$ cat src/rtl/oc_pkg.sv
package oc_pkg;
  localparam int RADIX = 60;
  localparam int MS_W  = $clog2(RADIX);
  localparam int HR_W  = 5;

  typedef struct packed {
    logic [HR_W-1:0] hr;
    logic [MS_W-1:0] min;
    logic [MS_W-1:0] sec;
  } oc_time_t;

  typedef enum logic [0:0] {
    SEQ_IDLE   = 1'b0,
    SEQ_UPDATE = 1'b1
  } oc_seq_t;
endpackage

$ cat src/rtl/oc_wrap_cnt.sv
module oc_wrap_cnt #(
  parameter int LIMIT = 60,
  parameter int W     = 6
) (
  input  logic         clk,
  input  logic         rst,
  input  logic         inc,
  output logic [W-1:0] value,
  output logic         carry
);
  localparam logic [W-1:0] TOP = W'(LIMIT - 1);

  assign carry = inc && (value == TOP);

  always_ff @(posedge clk) begin
    if (rst)        value <= '0;
    else if (carry) value <= '0;
    else if (inc)   value <= value + 1'b1;
  end


  cnt_range_chk: assert property (@(posedge clk) disable iff (rst)
    value <= TOP);

  cnt_hold_chk: assert property (@(posedge clk) disable iff (rst)
    !inc |=> $stable(value));

  cnt_wrap_chk: assert property (@(posedge clk) disable iff (rst)
    (inc && value == TOP) |=> value == '0);
endmodule

$ cat src/rtl/oc_radix_add.sv
module oc_radix_add #(
  parameter int RADIX = 60,
  parameter int W     = 6
) (
  input  logic [W-1:0] a,
  input  logic [W-1:0] b,
  input  logic         cin,
  output logic [W-1:0] sum,
  output logic         cout
);
  localparam logic [W:0] RAD = (W+1)'(RADIX);
  logic [W:0] full;

  always_comb begin
    full = {1'b0, a} + {1'b0, b} + {{W{1'b0}}, cin};
    cout = (full >= RAD);
    sum  = cout ? W'(full - RAD) : full[W-1:0];
  end


  always_comb begin
    if ((a < W'(RADIX)) && (b < W'(RADIX)))
      sum_range_chk: assert (sum < W'(RADIX));
  end
endmodule

$ cat src/rtl/oc_offset_add.sv
module oc_offset_add
  import oc_pkg::*;
#(
  parameter bit HOURS_24 = 1'b1
) (
  input  oc_time_t ref_t,
  input  oc_time_t ela_t,
  output oc_time_t sum_t
);
  logic            c_sec, c_min;
  logic [HR_W:0]   hsum;

  oc_radix_add #(.RADIX(RADIX), .W(MS_W)) u_sec (
    .a(ref_t.sec), .b(ela_t.sec), .cin(1'b0), .sum(sum_t.sec), .cout(c_sec)
  );
  oc_radix_add #(.RADIX(RADIX), .W(MS_W)) u_min (
    .a(ref_t.min), .b(ela_t.min), .cin(c_sec), .sum(sum_t.min), .cout(c_min)
  );

  assign hsum = {1'b0, ref_t.hr} + {1'b0, ela_t.hr} + {{HR_W{1'b0}}, c_min};

  generate
    if (HOURS_24) begin : g_h24
      always_comb
        sum_t.hr = (hsum >= (HR_W+1)'(24)) ? HR_W'(hsum - (HR_W+1)'(24)) : hsum[HR_W-1:0];
    end else begin : g_h12
      always_comb
        sum_t.hr = (hsum > (HR_W+1)'(12)) ? HR_W'(hsum - (HR_W+1)'(12)) : hsum[HR_W-1:0];
    end
  endgenerate
endmodule

$ cat src/rtl/oc_sequencer.sv
module oc_sequencer
  import oc_pkg::*;
(
  input  logic clk,
  input  logic rst,
  input  logic tick,
  output logic cnt_en,
  output logic out_en
);
  oc_seq_t state, state_nx;

  always_comb begin
    state_nx = tick ? SEQ_UPDATE : SEQ_IDLE;
    cnt_en   = tick;
    out_en   = (state == SEQ_UPDATE);
  end

  always_ff @(posedge clk) begin
    if (rst) state <= SEQ_UPDATE;
    else     state <= state_nx;
  end


  seq_follow_chk: assert property (@(posedge clk) disable iff (rst)
    tick |=> out_en);

  seq_rest_chk: assert property (@(posedge clk) disable iff (rst)
    !tick |=> !out_en);
endmodule

$ cat src/rtl/offset_clock.sv
module offset_clock
  import oc_pkg::*;
#(
  parameter bit HOURS_24 = 1'b1
) (
  input  logic            clk,
  input  logic            rst,
  input  logic            tick,
  input  logic [4:0]      ref_hr,
  input  logic [5:0]      ref_min,
  input  logic [5:0]      ref_sec,
  output logic [4:0]      disp_hr,
  output logic [5:0]      disp_min,
  output logic [5:0]      disp_sec
);
  localparam int HR_LIMIT = HOURS_24 ? 24 : 12;

  logic     cnt_en, out_en;
  logic     c_sec, c_min, c_hr;
  oc_time_t ela_t, ref_t, sum_t, disp_q;

  oc_sequencer u_seq (
    .clk(clk), .rst(rst), .tick(tick), .cnt_en(cnt_en), .out_en(out_en)
  );

  oc_wrap_cnt #(.LIMIT(RADIX), .W(MS_W)) u_esec (
    .clk(clk), .rst(rst), .inc(cnt_en), .value(ela_t.sec), .carry(c_sec)
  );
  oc_wrap_cnt #(.LIMIT(RADIX), .W(MS_W)) u_emin (
    .clk(clk), .rst(rst), .inc(c_sec), .value(ela_t.min), .carry(c_min)
  );
  oc_wrap_cnt #(.LIMIT(HR_LIMIT), .W(HR_W)) u_ehr (
    .clk(clk), .rst(rst), .inc(c_min), .value(ela_t.hr), .carry(c_hr)
  );

  assign ref_t.hr  = ref_hr;
  assign ref_t.min = ref_min;
  assign ref_t.sec = ref_sec;

  oc_offset_add #(.HOURS_24(HOURS_24)) u_add (
    .ref_t(ref_t), .ela_t(ela_t), .sum_t(sum_t)
  );

  always_ff @(posedge clk) begin
    if (rst)         disp_q <= '0;
    else if (out_en) disp_q <= sum_t;
  end

  assign disp_hr  = disp_q.hr;
  assign disp_min = disp_q.min;
  assign disp_sec = disp_q.sec;


  disp_hold_chk: assert property (@(posedge clk) disable iff (rst)
    !out_en |=> $stable(disp_q));

  hr_range_chk: assert property (@(posedge clk) disable iff (rst)
    (out_en && ref_hr < 5'(HR_LIMIT) + 5'(!HOURS_24) && ref_min < 6'd60 && ref_sec < 6'd60)
    |=> (HOURS_24 ? (disp_hr < 5'd24) : (disp_hr >= 5'd1 && disp_hr <= 5'd12)));

  hr_cnt_chk: assert property (@(posedge clk) disable iff (rst)
    c_hr |=> ela_t.hr == '0);
endmodule

$ cat config.mk
export PLATFORM = sky130hd
export DESIGN_NAME = offset_clock
export DESIGN_NICKNAME = d
export VERILOG_FILES = /design/src/rtl/oc_pkg.sv /design/src/rtl/oc_wrap_cnt.sv /design/src/rtl/oc_radix_add.sv /design/src/rtl/oc_offset_add.sv /design/src/rtl/oc_sequencer.sv /design/src/rtl/offset_clock.sv
export SDC_FILE = /design/constraint.sdc
export NUM_CORES = 1
export LEC_CHECK = 0
export BUFFER_PORTS_ARGS = -buffer_cell sky130_fd_sc_hd__clkbuf_2
export CORE_MARGIN = 5
export CORE_UTILIZATION = 40
export DETAILED_ROUTE_END_ITERATION = 7
export PLACE_DENSITY = 0.58
export SYNTH_ARGS = -nofsm -noshare
export SYNTH_HDL_FRONTEND = slang
export SYNTH_HIERARCHICAL = 1
export SYNTH_SLANG_ARGS = --single-unit
$ cat constraint.sdc
create_clock -name clk -period 7.7 [get_ports clk]
set_input_delay 0.77 -clock clk [delete_from_list [all_inputs] [get_ports clk]]
set_output_delay 0.77 -clock clk [all_outputs]
set_load 0.01 [all_outputs]
==> results_dict.tcl <==
set metrics [dict create \
    status "complete, no violations" \
    worstHoldPathType "flop to flop" \
    worst_path_max_delay_cell "fa_1" \
    ioPinCount 37 \
    start_util_pct 40.8 \
    finalMaxSlewViolations 0 \
    core_area_sq_um 6760 \
    rsz0062_at_grt "false" \
    grt_max_degree 26 \
    die_area_sq_um 8650 \
    hold_viol 0 \
    ant_nets 0 \
    viasPerCell 5.55 \
    dieWidth_um 93.0 \
    fin_crit_sh_pct 89.6 \
    peakVddDrop_uv 85.7 \
    ys_warn_count 6 \
    crit_family "adder cells" \
    synth.avg_cell_area_sq_um 9.09 \
    final_cell_mix "41 x nor2_1, 36 x clkbuf_2, 35 x dfxtp_1, 27 x nand2_1, 25 x mux2i_1" \
    rows 30 \
    max_stage_delay_ns 0.48 \
    power.density_nw_per_um2 143 \
    grt_pass1_vias 2188 \
    setup_viol 0 \
    path_max_fanout 5 \
    final.setup.tns_ns 0 \
    path_buf_inv 3 \
    cts_root_buffer "clkbuf_8" \
    min_period_ns 6.90 \
    wl_um 5800 \
    cts.sinks 35 \
    fmax_mhz 145 \
    hpwl_um 4620 \
    diodes 0 \
    postCtsSetupBuffers 0 \
    cp.required_ns 7.92 \
    slew_headroom_pct 26.2 \
    grt.total_usage_pct 14.1 \
    drv_cap 0 \
    final_nets 384 \
    via_count 2329 \
    drive_above_1_share_pct 22.1 \
    drc 0 \
    area_growth_syn_to_layout_pct 11.0 \
    gr-total-overflow 0 \
    path_class "input port to flop" \
    antenna_found_initial 0 \
    mostFrequentLayoutCell "nor2_1" \
    htree_levels 2 \
    syn-num-nets 348 \
    p_leak_nw 1.39 \
    io_buffers 36 \
    die_y_um 93.0 \
    drtPass1Iterations 4 \
    synth_area_sq_um 2760 \
    path_clk_slew_ns 0.07 \
    worstSkewPairLatency_ns 0.28 \
    setup_ws_ns 0.799 \
    holdBufCountCts 0 \
    place_congestion 0.896 \
    synth_cells 303 \
    pre_cts_slack_ns 0.556 \
    worstSetupStartpointType "input port" \
    tightest_slew_ns 1.11 \
    tritoncts "built" \
    ctsLongestPathBuffers 2 \
    avgRoutedWirePerCell_um 13.8 \
    crit_path_end_kind "flop" \
    grt_pass1_wl_um 9920 \
    cts_resized 0 \
    cp.arrival_ns 7.12 \
    drt-initial-drc-count 75 \
    clock_skew_ns 0.00412 \
    cpMostUsedCell "fa_1" \
    cts_buffers 5 \
]
-- area by class of cell --
type                    count  area, sq um
fillers                   671         3700
multi-input cells         253         1960
flip-flops and latches     35          701
repair buffers             36          180
well taps                  80          100
clock buffers               6         72.6
inverters                   8         30.0
clock inverters             2         12.5
-- sequential cells by signal (all words and copies together), names as in the netlist --
register and cells:
u_esec/value 6, disp_hr 5, u_seq/out_en 1, disp_sec 6, disp_min 6, u_emin/value 6
u_ehr/value 5
-- where the power goes --
group	internal, W	switching, W	total, W
registers	0.000191	0.00000895	0.000200
logic	0.0000475	0.0000574	0.000105
clock network	0.0000633	0.0000683	0.000132
total	0.000302	0.000135	0.000437
-- through the flow --
stage / instance area (sq um) / cells / power (W) / hold WS, ns / utilization (%)
finish: 3060 / 420 / 0.000437 / 0.500 / 45.3
detailed placement: 2970 / 412 / 0.000310 / 0.487 / 44.0
floorplan: 2760 / 303 / 0.000281 / 0.469 / -
global placement: 2970 / 412 / 0.000309 / 0.473 / 44.0
global route: 3060 / 420 / 0.000469 / 0.527 / 45.3
CTS: 3060 / 420 / 0.000446 / 0.506 / 45.3
-- path summary, 6_finish.rpt --
check	from	to	slack, ns	depth (start not counted)
max	ref_sec[0]	disp_hr[3]	0.80	27
min	disp_sec[5]	disp_sec[5]	0.50	2
max reg2reg	u_esec/value[0]	disp_hr[3]	1.02	26
min reg2reg	disp_sec[5]	disp_sec[5]	0.50	2
-- worst min-delay path, cell delays in order (launching register included) --
cell     delay (ns)
dfxtp_1        0.33
mux2i_1        0.06
nor2_1         0.07
-- layer usage --
layer  GRT usage (%)  part of all wire [%]  vias up
met5               0                     0        -
met4            4.15                  0.95        0
met3            2.82                   4.6        4
met2            23.7                    49       58
met1            18.1                    46     1095
li1                -                     -     1172
(Power assumes the default switching activity.)
